### src/rtl/intStatusPkg.sv
package intStatusPkg;
  localparam int NUM_REGS = 2;
  localparam int DATA_W = 8;
  localparam int VER_W = 5;

  localparam logic [7:0] ADDR_VER = 8'h01;
  localparam logic [7:0] ADDR_STAT_BASE = 8'h03;
  localparam logic [7:0] ADDR_EN_BASE = 8'h05;

  typedef enum logic [2:0] {
    SEL_NONE,
    SEL_VER,
    SEL_STAT,
    SEL_EN
  } rdSel_e;

  typedef struct packed {
    logic [NUM_REGS-1:0] rdStat;
    logic [NUM_REGS-1:0] wrEn;
    rdSel_e rdSel;
    logic [$clog2(NUM_REGS)-1:0] rdIdx;
  } strobe_t;

  function automatic logic [DATA_W-1:0] implMask(input int idx);
    return (idx == 0) ? 8'h9B : 8'hFF;
  endfunction

  function automatic logic [DATA_W-1:0] enResetVal(input int idx);
    return (idx == 0) ? 8'h00 : 8'h01;
  endfunction
endpackage

### src/rtl/intCtrl.sv
module intCtrl
  import intStatusPkg::*;
(
  input  logic [7:0] busAddr,
  input  logic       busWr,
  input  logic       busRd,
  output strobe_t    strb
);
  always_comb begin
    strb = '0;
    strb.rdSel = SEL_NONE;
    if (busAddr == ADDR_VER) strb.rdSel = SEL_VER;
    for (int i = 0; i < NUM_REGS; i++) begin
      if (busAddr == ADDR_STAT_BASE + 8'(i)) begin
        strb.rdSel = SEL_STAT;
        strb.rdIdx = i[$clog2(NUM_REGS)-1:0];
        strb.rdStat[i] = busRd;
      end
      if (busAddr == ADDR_EN_BASE + 8'(i)) begin
        strb.rdSel = SEL_EN;
        strb.rdIdx = i[$clog2(NUM_REGS)-1:0];
        strb.wrEn[i] = busWr;
      end
    end
  end
endmodule

### src/rtl/intDatapath.sv
module intDatapath
  import intStatusPkg::*;
#(
  parameter logic [VER_W-1:0] VER_CODE = 5'h06
) (
  input  logic                            clk,
  input  logic                            rstN,
  input  logic [NUM_REGS-1:0][DATA_W-1:0] evtIn,
  input  strobe_t                         strb,
  input  logic [DATA_W-1:0]               wdata,
  output logic [DATA_W-1:0]               rdata,
  output logic [NUM_REGS-1:0][DATA_W-1:0] statQ,
  output logic [NUM_REGS-1:0][DATA_W-1:0] enQ,
  output logic                            irqN
);
  logic [NUM_REGS-1:0] pendReg;
  logic irqQ;

  for (genvar g = 0; g < NUM_REGS; g++) begin : gReg
    localparam logic [DATA_W-1:0] IMPL = implMask(g);
    localparam logic [DATA_W-1:0] EN_RST = enResetVal(g);
    logic [DATA_W-1:0] clrMask;

    assign clrMask = strb.rdStat[g] ? enQ[g] : '0;
    assign pendReg[g] = |(statQ[g] & enQ[g]);

    always_ff @(posedge clk) begin
      if (!rstN) begin
        statQ[g] <= '0;
        enQ[g] <= EN_RST;
      end else begin
        statQ[g] <= ((statQ[g] & ~clrMask) | evtIn[g]) & IMPL;
        if (strb.wrEn[g]) enQ[g] <= wdata & IMPL;
      end
    end
  end

  always_ff @(posedge clk) begin
    if (!rstN) irqQ <= 1'b0;
    else irqQ <= |pendReg;
  end
  assign irqN = ~irqQ;

  always_comb begin
    unique case (strb.rdSel)
      SEL_VER:  rdata = {{(DATA_W-VER_W){1'b0}}, VER_CODE};
      SEL_STAT: rdata = statQ[strb.rdIdx];
      SEL_EN:   rdata = enQ[strb.rdIdx];
      default:  rdata = '0;
    endcase
  end
endmodule

### src/rtl/intStatusCtrl.sv
module intStatusCtrl
  import intStatusPkg::*;
#(
  parameter logic [VER_W-1:0] VER_CODE = 5'h06
) (
  input  logic       clk,
  input  logic       rstN,
  input  logic [7:0] evt1,
  input  logic [7:0] evt2,
  input  logic [7:0] busAddr,
  input  logic       busWr,
  input  logic       busRd,
  input  logic [7:0] busWdata,
  output logic [7:0] busRdata,
  output logic       irqN
);
  strobe_t strb;
  logic [NUM_REGS-1:0][DATA_W-1:0] evtIn;
  logic [NUM_REGS-1:0][DATA_W-1:0] statQ;
  logic [NUM_REGS-1:0][DATA_W-1:0] enQ;

  assign evtIn[0] = evt1;
  assign evtIn[1] = evt2;

  intCtrl i_ctrl (
    .busAddr(busAddr),
    .busWr(busWr),
    .busRd(busRd),
    .strb(strb)
  );

  intDatapath #(.VER_CODE(VER_CODE)) i_dp (
    .clk(clk),
    .rstN(rstN),
    .evtIn(evtIn),
    .strb(strb),
    .wdata(busWdata),
    .rdata(busRdata),
    .statQ(statQ),
    .enQ(enQ),
    .irqN(irqN)
  );
endmodule

### config.mk
export PLATFORM = sky130hd
export DESIGN_NAME = intStatusCtrl
export DESIGN_NICKNAME = d
export VERILOG_FILES = /design/src/rtl/intStatusPkg.sv /design/src/rtl/intCtrl.sv /design/src/rtl/intDatapath.sv /design/src/rtl/intStatusCtrl.sv
export SDC_FILE = /design/constraint.sdc
export NUM_CORES = 1
export LEC_CHECK = 0
export BUFFER_PORTS_ARGS = -buffer_cell sky130_fd_sc_hd__buf_2
export CAP_MARGIN = 30
export CORE_MARGIN = 2
export CORE_UTILIZATION = 45
export DETAILED_ROUTE_END_ITERATION = 8
export GPL_ROUTABILITY_DRIVEN = 0
export GPL_TIMING_DRIVEN = 0
export PLACE_DENSITY = 0.84
export SYNTH_ARGS = -nofsm -noshare
export SYNTH_HDL_FRONTEND = slang
export SYNTH_SLANG_ARGS = --single-unit
### constraint.sdc
create_clock -name clk -period 1.32 [get_ports clk]
set_input_delay 0.264 -clock clk [delete_from_list [all_inputs] [get_ports clk]]
set_output_delay 0.264 -clock clk [all_outputs]
set_load 0.05 [all_outputs]
==> Word level (Yosys, flattened, before mapping) <==
Index checks and enable logic that the tools add are counted.
{ "op_classes": {"addsub": 0, "multipliers": 0, "div": 0, "order_cmp": 1, "eq_ne": 8, "n_shift": 0, "muxes": 15, "n_bitwise": 9, "reduce_logical": 1} }
{ "op_table": {"columns": ["op", "n"], "rows": [
  ["8-bit 2-to-1 mux", 6],
  ["8-bit bitwise AND", 4],
  ["8-bit by 3-bit == test with 1-bit output (second input constant)", 3],
  ["8-bit case mux with 3 select lines", 1],
  ["8-bit inverter", 2],
  ["8-bit OR", 2],
  ["16-bit OR reduction", 1],
  ["8-bit by 1-bit == test with 1-bit output (second input constant)", 1],
  ["8-bit by 2-bit == test with 1-bit output (second input constant)", 1],
  ["4-bit 2-to-1 mux", 2],
  ["3-bit by 2-bit == test with 1-bit output (second input constant)", 2],
  ["5-bit 2-to-1 mux", 1],
  ["1-bit 2-to-1 mux", 4],
  ["3-bit by 1-bit == test with 1-bit output (second input constant)", 1],
  ["3-bit 2-to-1 mux", 1],
  ["1-bit by 2-bit less-than comparator with 1-bit output (second input constant)", 1],
  ["1-bit inverter", 1]
]} }
{ "word_totals": {"register_bits": 30, "latch_bits": 0, "ramBits": 0, "mem_bits_ro": 0, "in_bits": 36, "wordCells": 40, "mem_count": 0} }

==> Logic depth before layout (Yosys ltp) <==
Gate-level depths: netlist of run 1.
{ "logic_depth": {"depth_word": 9, "ltp_mapped": 6, "mapped_depth_nobuf": 4} }

==> By module <==
A second synthesis of run 1 with hierarchy kept.
{ "hier_totals": {"hier_cells": 161, "area_unflattened_um2": 1486.4} }
{ "by_module_without_submodules": {"columns": ["mod", "n_inst", "cells_per_inst", "area_per_inst_um2"], "rows": [
  ["intDatapath", 1, 141, 1325.0],
  ["intCtrl", 1, 20, 161.4]
]} }

==> Worst setup path after synthesis of run 1 <==
Ideal clock, no wire load.
{ "synth_timing": {"path_kind": "input to output", "start": "input busAddr[5]", "end": "output busRdata[0]", "arrival_time_ns": 1.457, "path_slack_ns": -0.401, "path_stages": 4, "n_path_buf": 0, "path_cell_list": "nor2_1 nand2_1 nor3_4 a221o_1"} }
{ "synth_between": {"elab_chain_len": 8, "elab_cells_between_ends": 18, "classes_between": "eq/ne: 8; mux: 10"} }
{ "synth_lines": {"columns": ["item", "line", "source"], "rows": [
  ["from (decl)", "intStatusCtrl.sv:10", "input logic [7:0] busAddr,"],
  ["8-bit by 1-bit == test with 1-bit output", "intCtrl.sv:12", "if (busAddr == ADDR_VER) strb.rdSel = SEL_VER;"],
  ["1-bit 2-to-1 mux", "intCtrl.sv:12", null],
  ["3-bit 2-to-1 mux", "intCtrl.sv:14", "if (busAddr == ADDR_STAT_BASE + 8'(i)) begin"],
  ["5-bit 2-to-1 mux", "intCtrl.sv:19", "if (busAddr == ADDR_EN_BASE + 8'(i)) begin"],
  ["4-bit 2-to-1 mux", "intCtrl.sv:14", null],
  ["4-bit 2-to-1 mux (*)", "intCtrl.sv:19", null],
  ["3-bit by 2-bit == test with 1-bit output or 3-bit by 1-bit == test with 1-bit output (tied branches)", "intDatapath.sv:45", "unique case (strb.rdSel)"],
  ["8-bit case mux with 3 select lines (*)", "intDatapath.sv:45", null],
  ["to (decl)", "intStatusCtrl.sv:14", "output logic [7:0] busRdata,"]
]} }
Every way passes the cells marked *; elsewhere a longest branch is shown, timed or not. The select of a mux whose other input is x is not followed.

==> Final worst setup path of run 1 <==
{ "layout_timing": {"start": "register i_dp.enQ[4] (netlist name)", "end": "output busRdata[4]"} }
{ "layout_between": {"elab_chain_len": 3} }
{ "layout_lines": {"columns": ["item", "line", "source"], "rows": [
  ["from (decl)", "intDatapath.sv:13", "output logic [NUM_REGS-1:0][DATA_W-1:0] enQ,"],
  ["from (signal, indexed assignment)", "intDatapath.sv:33", "if (strb.wrEn[g]) enQ[g] <= wdata & IMPL;"],
  ["8-bit 2-to-1 mux (not written as such) (2 in a row)", "intDatapath.sv:48", "SEL_EN: rdata = enQ[strb.rdIdx];"],
  ["8-bit case mux with 3 select lines", "intDatapath.sv:45", null]
]} }
No other way between the ends. The select of a mux whose other input is x is not followed.

==> results by group, run 1 <==
Run status
  – Outcome: finished with violations
  – Violations in the final reports: setup timing

Timing
  – Tcrit/Tclk final: 1.26
  – Fin Setup TNS: -2210 ps
  – Pins over their slew limit: 0
  – Fmax: around 600 MHz
  – Worst Setup Slack, final: -341 ps
  – Final setup vio count: 11
  – Slew Limit Headroom: 0.672
  – Setup repair after global routing missed its margin: yes
  – Final count of hold timing violations: 0
  – Worst clock skew on the final layout: around 3.6 ps
  – Worst Max-Slew Pin Slew: 492 ps
  – Time the final worst path needs with I/O delays and setup: 1660 ps

Cells and area
  – Total number of nets in the final design: 252
  – Post-route cell area: a little over 2000 sq um
  – Area growth from synthesis to layout: 46.8%
  – Share of layout cells above drive strength 1: 0.498
  – Post-route non-filler standard cell count: between 200 and 250
  – Antenna Diode Count: 0

Power
  – Share of total power in combinational logic: 0.168
  – IR drop worst, VDD: 0.358 mV
  – Static Leak: around 0.9 nW
  – Relative contribution of the clock network to total power: 0.239
  – Power density over cell area: a little over 700 nW/um^2
  – Seq pwr share: 0.594
  – P_int: ~0.0011 W
  – Sw Pwr: ~0.00039 W
  – Switching power as a share of total power: 0.266

Place
  – Buffers added on ports: 40
  – Placed cell count: ~230
  – Cell area reported after detailed placement: between 1500 and 2000 sq um
  – Post-placement setup slack: -599 ps
  – Final HPWL DP: 2590 microns

Route
  – Mean number of vias per cell: 6.04
  – Violation count after the first detailed-route iteration: between 100 and 150
  – Vias after detailed routing: about 1,500
  – Total wire length: between 4000 and 5000 microns
  – Detailed-route wire length per cell: approximately 17 microns
  – Detailed-routing iteration count for the pre-antenna-repair pass: 5
  – DRC viols: 0
  – Post-route ant nets: 0

Critical path
  – Slowest stage delay, CP: 370 ps
  – CP startpoint kind: flip-flop
  – Critical Path RT: between 1000 and 1500 ps
  – Worst setup slack for register-to-register paths: roughly 150 ps
  – Arrival time at the worst endpoint: 1400 ps
  – Slowest cell on the critical path: dfxtp_4
  – Critical Path, Cell by Cell: a22oi_2 -> nor2_1 -> a221o_2 -> buf_8
  – Crit. End Element: output port
  – Maximum fanout encountered on the critical timing path: 2
  – Setup CP Type: flip-flop to output port

Global route
  – Vias in the first global route: about 1,500
  – Aggregate global-route resource usage: 0.246
  – Maximum number of pins on one net before global-route repair: 16
  – Overall overflow remaining after global route: 0
  – First-pass GRT wire length: 6510 microns
  – Number of antenna violations at the first check in global routing: 0

Synth
  – Number of warnings issued by yosys: 0
  – Sequential fraction of the synthesis area: 0.389
  – Synthesized cell area: 1390 sq um
  – Synth Register Bits: 27
  – Nets in the synthesized netlist: 191
  – Distinct cells, synth: 30
  – Syn avg cell area: ~9 sq um
  – Post-Synthesis Cells: between 150 and 200

Min path
  – Path class of the lowest-slack min-delay path: input pin to flip-flop

Clock tree
  – Clock buffer count from CTS: 3
  – Clk sink count: 27
  – CTS tree: done
  – Insertion delay of the later-clocked pin in the worst-skew pair: approximately 320 ps
  – Buffer depth of the longest clock path: 2
  – Buffer type at the clock tree root: clkbuf_4
  – Deepest level of the CTS H-tree: 1
  – Quantity of hold-fixing buffers added after cts: 0
  – Clock transition at the register clock pins on the worst setup and hold paths after CTS: 140 ps

Floorplanning
  – Die boundary width: between 50 and 60 microns
  – Count of standard-cell rows: 20
  – Die boundary height: slightly below 60 microns
  – Number of placed I/O pins: between 40 and 50
  – Floorplan die area: roughly 3500 sq um
  – Starting Density: 0.463
  – Standard cell core area: around 3000 sq um

Flow run
  – Max cap viols: 0
cell usage in the layout, fill, tap and decap left out, types with 2 or more instances in the layout:
master     n
a22oi_2    5
buf_6      7
a221o_2    5
nor2b_1    3
buf_8      7
mux2i_1   15
nor2_4     5
o21ai_0    5
dfxtp_4    3
a21boi_0   8
dfxtp_2    8
nor2_1    10
nand2_2    2
clkbuf_1   3
dfxtp_1   16
buf_4     16
clkbuf_4   3
nor3_4     2
o21a_1     9
nand3_1    2
inv_1      2
nand3_4    3
buf_2     29
a21oi_1    5
nand2_1   22
a22oi_1    5
worst paths after layout:
check / start / end / depth (start not counted)
worst max-delay path: i_dp.enQ[4] / busRdata[4] / 4
worst min-delay path: evt2[4] / i_dp.statQ[12] / 2
worst min register to register: i_dp.enQ[9] / i_dp.enQ[9] / 2
worst max register to register: i_dp.enQ[3] / i_dp.irqQ / 4
metal layers:
metal | vias to the layer above | part of all wire | track usage
met5 | - | 0 | 0
met4 | 0 | 0.031 | 0.117
met3 | 14 | 0.077 | 0.0175
met2 | 108 | 0.50 | 0.436
met1 | 690 | 0.39 | 0.299
li1 | 686 | - | -
worst max-delay path, delay by kind of cell, from the launching register on:
family	cells	cell delay, ps
AOI/OAI and AO/OA	2	480
buffers and inverters	1	160
DFF	1	370
and+or+nand+nor	1	60
synth_stat cells, drive strengths merged:
cell	n	area, sq um
mux2i	15	150
nand3	6	55.1
a221o	5	50.1
dfxtp	27	541
inv	2	7.51
and2b	2	16.3
and3	1	7.51
clkbuf	4	16.3
a222oi	1	10.0
nor2b	4	25.0
nor3	2	21.3
mux2	1	11.3
nand2	24	90.1
a21oi	6	30.0
nor2	15	56.3
a22oi	10	75.1
o21a	9	67.6
nor4	1	6.26
nand4	1	6.26
and2	1	7.51
nor3b	1	7.51
nor4b	1	23.8
buf	2	18.8
a21boi	8	60.1
o21ai	6	30.0
layout make-up:
class	count	area (sq um)
clock buffers	3	22.5
inverters	2	7.51
plain buffers	5	37.5
clock inverters	1	5.00
fillers	221	962
well taps	33	41.3
multi-input cells	120	942
flip-flops and latches	27	562
repair buffers	57	423
state kept, by name, summed over array words and instances (netlist names):
signal,flops
i_dp.enQ,13
i_dp.irqQ,1
i_dp.statQ,13
power by group through the flow:
stage / Sequential [W] / Clock (W) / Combinational, W
6_report: 0.000862 / 0.000346 / 0.000243
5_1_grt: 0.000865 / 0.000391 / 0.000262
4_1_cts: 0.000864 / 0.000357 / 0.000221
3_5_place_dp: 0.000885 / 0 / 0.000198
3_3_place_gp: 0.000884 / 0 / 0.000196
2_1_floorplan: 0.000878 / 0 / 0.000111
stage by stage:
step,hold WS (ps),utilization,power (W)
after global placement,477,0.562,0.00108
after global routing,116,0.680,0.00152
final,141,0.680,0.00145
after detailed placement,477,0.562,0.00108
after CTS,137,0.653,0.00144
after floorplan,388,-,0.000989
what timing repair did:
action / CTS / global route
buffers inserted: 15 / 3
pin swaps: 9 / 6
resized for setup: 47 / 18
endpoints found under the hold margin: 0 / 0
endpoints found under the setup margin: 8 / 8
kinds of logic (layout without fill, tap and decap cells):
group                  Yosys count  in the layout  share of synthesized area
AO/OA/AOI/OAI                   45             45                      0.232
AND/OR/NAND/NOR                 59             59                      0.232
flip-flops                      27             27                      0.389
buffers and inverters            8             68                     0.0306
multiplexers                    16             16                      0.116
Power figures use the tool's default switching activity.
==> inputs of run 2 (changes only) <==
--- a/config.mk
+++ b/config.mk
@@ -7,7 +7,7 @@
 export LEC_CHECK = 0
 export BUFFER_PORTS_ARGS = -buffer_cell sky130_fd_sc_hd__buf_2
 export CAP_MARGIN = 30
-export CORE_MARGIN = 2
+export CORE_MARGIN = 5
 export CORE_UTILIZATION = 45
 export DETAILED_ROUTE_END_ITERATION = 8
 export GPL_ROUTABILITY_DRIVEN = 0
==> run 2 against run 1 <==
The flow still finishes with violations (setup timing); via count fell by 1.7%; clock skew decreased by 2.4 ps; die area grew 21%; largest cell class unchanged; sequential cell count is the same.
==> results by group, run 2 (synthesis results as in run 1) <==
Cells and area
  – Share of layout cells above drive strength 1: 0.498
  – Leading cell types in the layout, fill and taps excluded: 28 x buf_2, 22 x nand2_1, 18 x buf_4
  – Total number of nets in the final design: 254
  – Register area: between 500 and 600 sq um
  – Area growth from synthesis to layout: 47.5%
  – Area of the multi-input gates: around 940 sq um
  – Antenna Diode Count: 0
  – Largest registers: i_dp.enQ x13, i_dp.statQ x13, i_dp.irqQ x1
  – Filler Cells Inserted: 216
  – Final core utilization: 0.683
  – Leading cell type in the layout, fill and taps excluded: buf_2

Route
  – Violation count after the first detailed-route iteration: ~130
  – DRC viols: 0
  – Detailed-routing iteration count for the pre-antenna-repair pass: 4
  – Total wire length: 4470 microns
  – Detailed-route wire length per cell: between 15 and 20 microns
  – Vias after detailed routing: around 1,500
  – Mean number of vias per cell: just under 6
  – Post-route ant nets: 0

Floorplanning
  – Floorplan die area: approximately 4300 sq um
  – Die boundary height: around 66 microns
  – Standard cell core area: 3000 sq um
  – Count of standard-cell rows: 20
  – Number of placed I/O pins: 45
  – Die boundary width: approximately 66 microns
  – Starting Density: 0.463

Flow run
  – Max cap viols: 0

Place
  – Buffers added on ports: 40
  – Final HPWL DP: between 2000 and 3000 microns

Clock tree
  – Clk sink count: 27
  – Clock transition at the register clock pins on the worst setup and hold paths after CTS: about 140 ps
  – Buffer type at the clock tree root: clkbuf_4
  – Deepest level of the CTS H-tree: 1
  – Buffer depth of the longest clock path: 2
  – Clock buffer count from CTS: 3
  – CTS tree: done
  – Insertion delay of the later-clocked pin in the worst-skew pair: 320 ps

Global route
  – Number of antenna violations at the first check in global routing: 0
  – Overall overflow remaining after global route: 0
  – First-pass GRT wire length: 7110 microns
  – Vias in the first global route: 1,551
  – Maximum number of pins on one net before global-route repair: 15
  – Aggregate global-route resource usage: 0.218

Timing
  – Time the final worst path needs with I/O delays and setup: 1710 ps
  – Fin Setup TNS: -2310 ps
  – Pins over their slew limit: 0
  – Worst Setup Slack, final: -389 ps
  – Final setup vio count: 8
  – Worst clock skew on the final layout: 1.21 ps
  – Setup repair after global routing missed its margin: yes
  – Fmax: 585 MHz
  – Worst Max-Slew Pin Slew: between 400 and 500 ps
  – Tcrit/Tclk final: 1.29
  – Final count of hold timing violations: 0
  – Slew Limit Headroom: 0.672

Critical path
  – Maximum fanout encountered on the critical timing path: 7
  – Setup CP Type: input pin to output port
  – Critical Path RT: roughly 1100 ps
  – Arrival time at the worst endpoint: approximately 1500 ps
  – CP startpoint kind: input pin
  – Crit. End Element: output port

Power
  – IR drop worst, VDD: a little under 0.4 mV
  – Power density over cell area: about 720 nW/um^2
  – Static Leak: 0.896 nW

Run status
  – Outcome: finished with violations
  – Violations in the final reports: setup timing

Min path
  – Path class of the lowest-slack min-delay path: input pin to flip-flop
==> run 2: final timing paths <==
kind / start / slack [ps] / end / depth (start not counted)
worst max-delay path: busAddr[6] / -390 / busRdata[0] / 6
worst min-delay path: evt2[0] / 140 / i_dp.statQ[8] / 2
worst max register to register: i_dp.enQ[3] / 90 / i_dp.irqQ / 4
worst min register to register: i_dp.enQ[9] / 500 / i_dp.enQ[9] / 2
==> run 2: what timing repair did <==
action | CTS | global route
hold buffers | 0 | 0
endpoints found under the hold margin | 0 | 0
pin swaps | 9 | 11
endpoints found under the setup margin | 8 | 12
gates resized for setup | 49 | 14
buffers inserted | 14 | 6
==> run 2: per-layer routing <==
layer | up-vias | wire [microns] | global-route usage
li1 | 687 | - | -
met1 | 685 | 1720 | 0.229
met2 | 77 | 2250 | 0.394
met3 | 23 | 281 | 0.0274
met4 | 0 | 223 | 0.158
met5 | - | 0 | 0
==> run 2: critical path, cell delays in order <==
cell	delay [ps]
buf_8	110
nor3_4	220
nand2_2	110
nor3_4	350
a221o_2	250
buf_8	150
==> run 2: metrics by stage <==
| stage | cells | hold slack, ps | area (sq um) | setup WS [ps] | total power [W] |
|---|---|---|---|---|---|
| finish | 250 | 138 | 2050 | -389 | 0.00147 |
| global route | 250 | 136 | 2050 | -445 | 0.00153 |
| CTS | 245 | 127 | 1960 | -342 | 0.00146 |
| detailed placement | 228 | 478 | 1690 | -602 | 0.00109 |
| global placement | 228 | 475 | 1690 | -614 | 0.00108 |
| floorplan | 155 | 388 | 1450 | -181 | 0.000989 |
==> run 2: report_power, final <==
group | internal [W] | switching (W) | total, W | leakage [nW]
Clock | 0.000118 | 0.000241 | 0.000360 | 0.0150
Sequential | 0.000846 | 0.0000237 | 0.000870 | 0.226
Combinational | 0.000116 | 0.000129 | 0.000245 | 0.654
==> run 2: final cells by class <==
cell class	instances	area share
multi-input cells	120	0.456
flip-flops and latches	27	0.270
repair buffers	59	0.218
well taps	33	0.0201
plain buffers	5	0.0183
clock buffers	4	0.0128
inverters	2	0.00366
==> inputs of run 3 (changes only) <==
--- a/config.mk
+++ b/config.mk
@@ -7,8 +7,10 @@
 export LEC_CHECK = 0
 export BUFFER_PORTS_ARGS = -buffer_cell sky130_fd_sc_hd__buf_2
 export CAP_MARGIN = 30
+export CELL_PAD_IN_SITES_DETAIL_PLACEMENT = 1
+export CELL_PAD_IN_SITES_GLOBAL_PLACEMENT = 1
 export CORE_MARGIN = 5
-export CORE_UTILIZATION = 45
+export CORE_UTILIZATION = 33
 export DETAILED_ROUTE_END_ITERATION = 8
 export GPL_ROUTABILITY_DRIVEN = 0
 export GPL_TIMING_DRIVEN = 0
==> run 3 against run 2 <==
The run still ends with setup timing left; hold slack improved by 48 ps; critical endpoint unchanged; clock-buffer cell count fell by 1; non-clock buffer count is 5 lower.
==> results by group, run 3 (synthesis results as in run 1) <==
Clock tree
  – Quantity of hold-fixing buffers added after cts: 0
  – CTS tree: done
  – Clock transition at the register clock pins on the worst setup and hold paths after CTS: approximately 100 ps
  – Deepest level of the CTS H-tree: 1
  – Clk sink count: 27
  – Buffer type at the clock tree root: clkbuf_8
  – Buffer depth of the longest clock path: 2
  – Insertion delay of the later-clocked pin in the worst-skew pair: 280 ps
  – Clock buffer count from CTS: 3

Critical path
  – Maximum fanout encountered on the critical timing path: 5
  – Setup CP Type: input pin to output port
  – Critical Path RT: about 1100 ps
  – Worst setup slack for register-to-register paths: about 70 ps
  – Crit. End Element: output port
  – CP startpoint kind: input pin
  – Reg2Reg Depth: 3
  – Arrival time at the worst endpoint: approximately 1400 ps

Floorplanning
  – Die boundary width: roughly 75 microns
  – Die boundary height: 74.9 microns
  – Count of standard-cell rows: 23
  – Standard cell core area: 4030 sq um
  – Starting Density: 0.345
  – Number of placed I/O pins: 45
  – Floorplan die area: approximately 5600 sq um

Route
  – DRC viols: 0
  – Post-route ant nets: 0
  – Violation count after the first detailed-route iteration: 95
  – Detailed-route wire length per cell: 18.4 microns
  – Detailed-routing iteration count for the pre-antenna-repair pass: 4
  – Mean number of vias per cell: between 5 and 6
  – Vias after detailed routing: about 1,400
  – Total wire length: 4830 microns

Cells and area
  – Post-route cell area: slightly above 2000 sq um
  – Total number of nets in the final design: 249
  – Leading cell types in the layout, fill and taps excluded: 28 x buf_2, 22 x nand2_1, 21 x dfxtp_1
  – Largest registers: i_dp.enQ x13, i_dp.statQ x13, i_dp.irqQ x1
  – Share of layout cells above drive strength 1: 0.443
  – Filler Cells Inserted: between 400 and 500
  – Post-route non-filler standard cell count: 262
  – Area growth from synthesis to layout: 46.8%
  – Antenna Diode Count: 0
  – Leading cell type in the layout, fill and taps excluded: buf_2
  – Final core utilization: 0.507

Timing
  – Final count of hold timing violations: 0
  – Time the final worst path needs with I/O delays and setup: ~1600 ps
  – Final setup vio count: 8
  – Tcrit/Tclk final: 1.24
  – Setup repair after global routing missed its margin: yes
  – Fmax: slightly above 600 MHz
  – Slew Limit Headroom: 0.627
  – Worst clock skew on the final layout: around 7 ps
  – Worst Max-Slew Pin Slew: roughly 560 ps
  – Worst Setup Slack, final: -321 ps
  – Tightest hold margin: 186 ps
  – Pins over their slew limit: 0

Min path
  – Path class of the lowest-slack min-delay path: input pin to flip-flop
  – Number of cells traversed by the worst hold path: 2

Global route
  – First-pass GRT wire length: 7640 microns
  – Aggregate global-route resource usage: 0.183
  – Overall overflow remaining after global route: 0
  – Vias in the first global route: between 1,500 and 2,000
  – Maximum number of pins on one net before global-route repair: 16
  – Number of antenna violations at the first check in global routing: 0

Power
  – Power density over cell area: approximately 780 nW/um^2
  – IR drop worst, VDD: a little over 0.4 mV
  – Static Leak: a little under 0.9 nW

Flow run
  – Max cap viols: 0

Run status
  – Violations in the final reports: setup timing
  – Outcome: finished with violations

Place
  – Cell area reported after detailed placement: between 1500 and 2000 sq um
  – Buffers added on ports: 40
  – Final HPWL DP: 3390 microns
  – Placed cell count: between 200 and 250
## run 3: changes by cell type in the layout (fill, tap and decap cells not counted), sizes merged
cell | before | now
buf | 61 | 56
clkbuf | 7 | 6
clkinv | 0 | 1
## run 3: stage by stage
step | power [W] | TNS (ps) | worst slack (ps)
after floorplan | 0.000989 | -890 | -181
final | 0.00160 | -2050 | -321
after global placement | 0.00108 | -6790 | -667
after detailed placement | 0.00109 | -7860 | -720
after global routing | 0.00166 | -2550 | -391
after CTS | 0.00159 | -1930 | -332
## run 3: worst max-delay path, stage by stage
cell and delay [ps]:
buf_12 110, nor3_4 200, buf_4 150, nand3_4 80
nor2_4 190, a221o_2 220, buf_8 150
## run 3: final timing paths
path,from,endpoint
hold reg to reg,i_dp.enQ[11],i_dp.enQ[11]
hold / removal,evt2[3],i_dp.statQ[11]
setup / recovery,busAddr[6],busRdata[0]
setup reg to reg,i_dp.enQ[13],i_dp.irqQ
## run 3: layout make-up
class                           count  area (sq um)  share of cell area
Buffer                              5          37.5              0.0184
Clock buffer                        3          41.3              0.0202
Clock inverter                      1          5.00             0.00245
Inverter                            2          7.51             0.00368
Multi-Input combinational cell    120           923               0.452
Sequential cell                    27           548               0.269
Tap cell                           50          62.6              0.0307
Timing Repair Buffer               54           415               0.204
## run 3: per-layer routing
metal,global-route usage,up-vias,part of all wire
met5,0,-,0
met4,0.0692,0,0.011
met3,0.0267,7,0.072
met2,0.333,55,0.54
met1,0.215,701,0.38
li1,-,676,-
## run 3: what timing repair did
action | 4_1_cts | 5_1_grt
endpoints found under the setup margin | 8 | 13
gates cloned | 0 | 0
pin swaps | 12 | 14
buffers inserted | 9 | 5
hold endpoints to repair | 0 | 0
gates resized for setup | 50 | 5
## run 3: power by group
| part | internal, W | switching (W) |
|---|---|---|
| combinational | 0.000118 | 0.000128 |
| sequential | 0.000845 | 0.0000242 |
| clock | 0.000212 | 0.000268 |
| total | 0.00118 | 0.000420 |
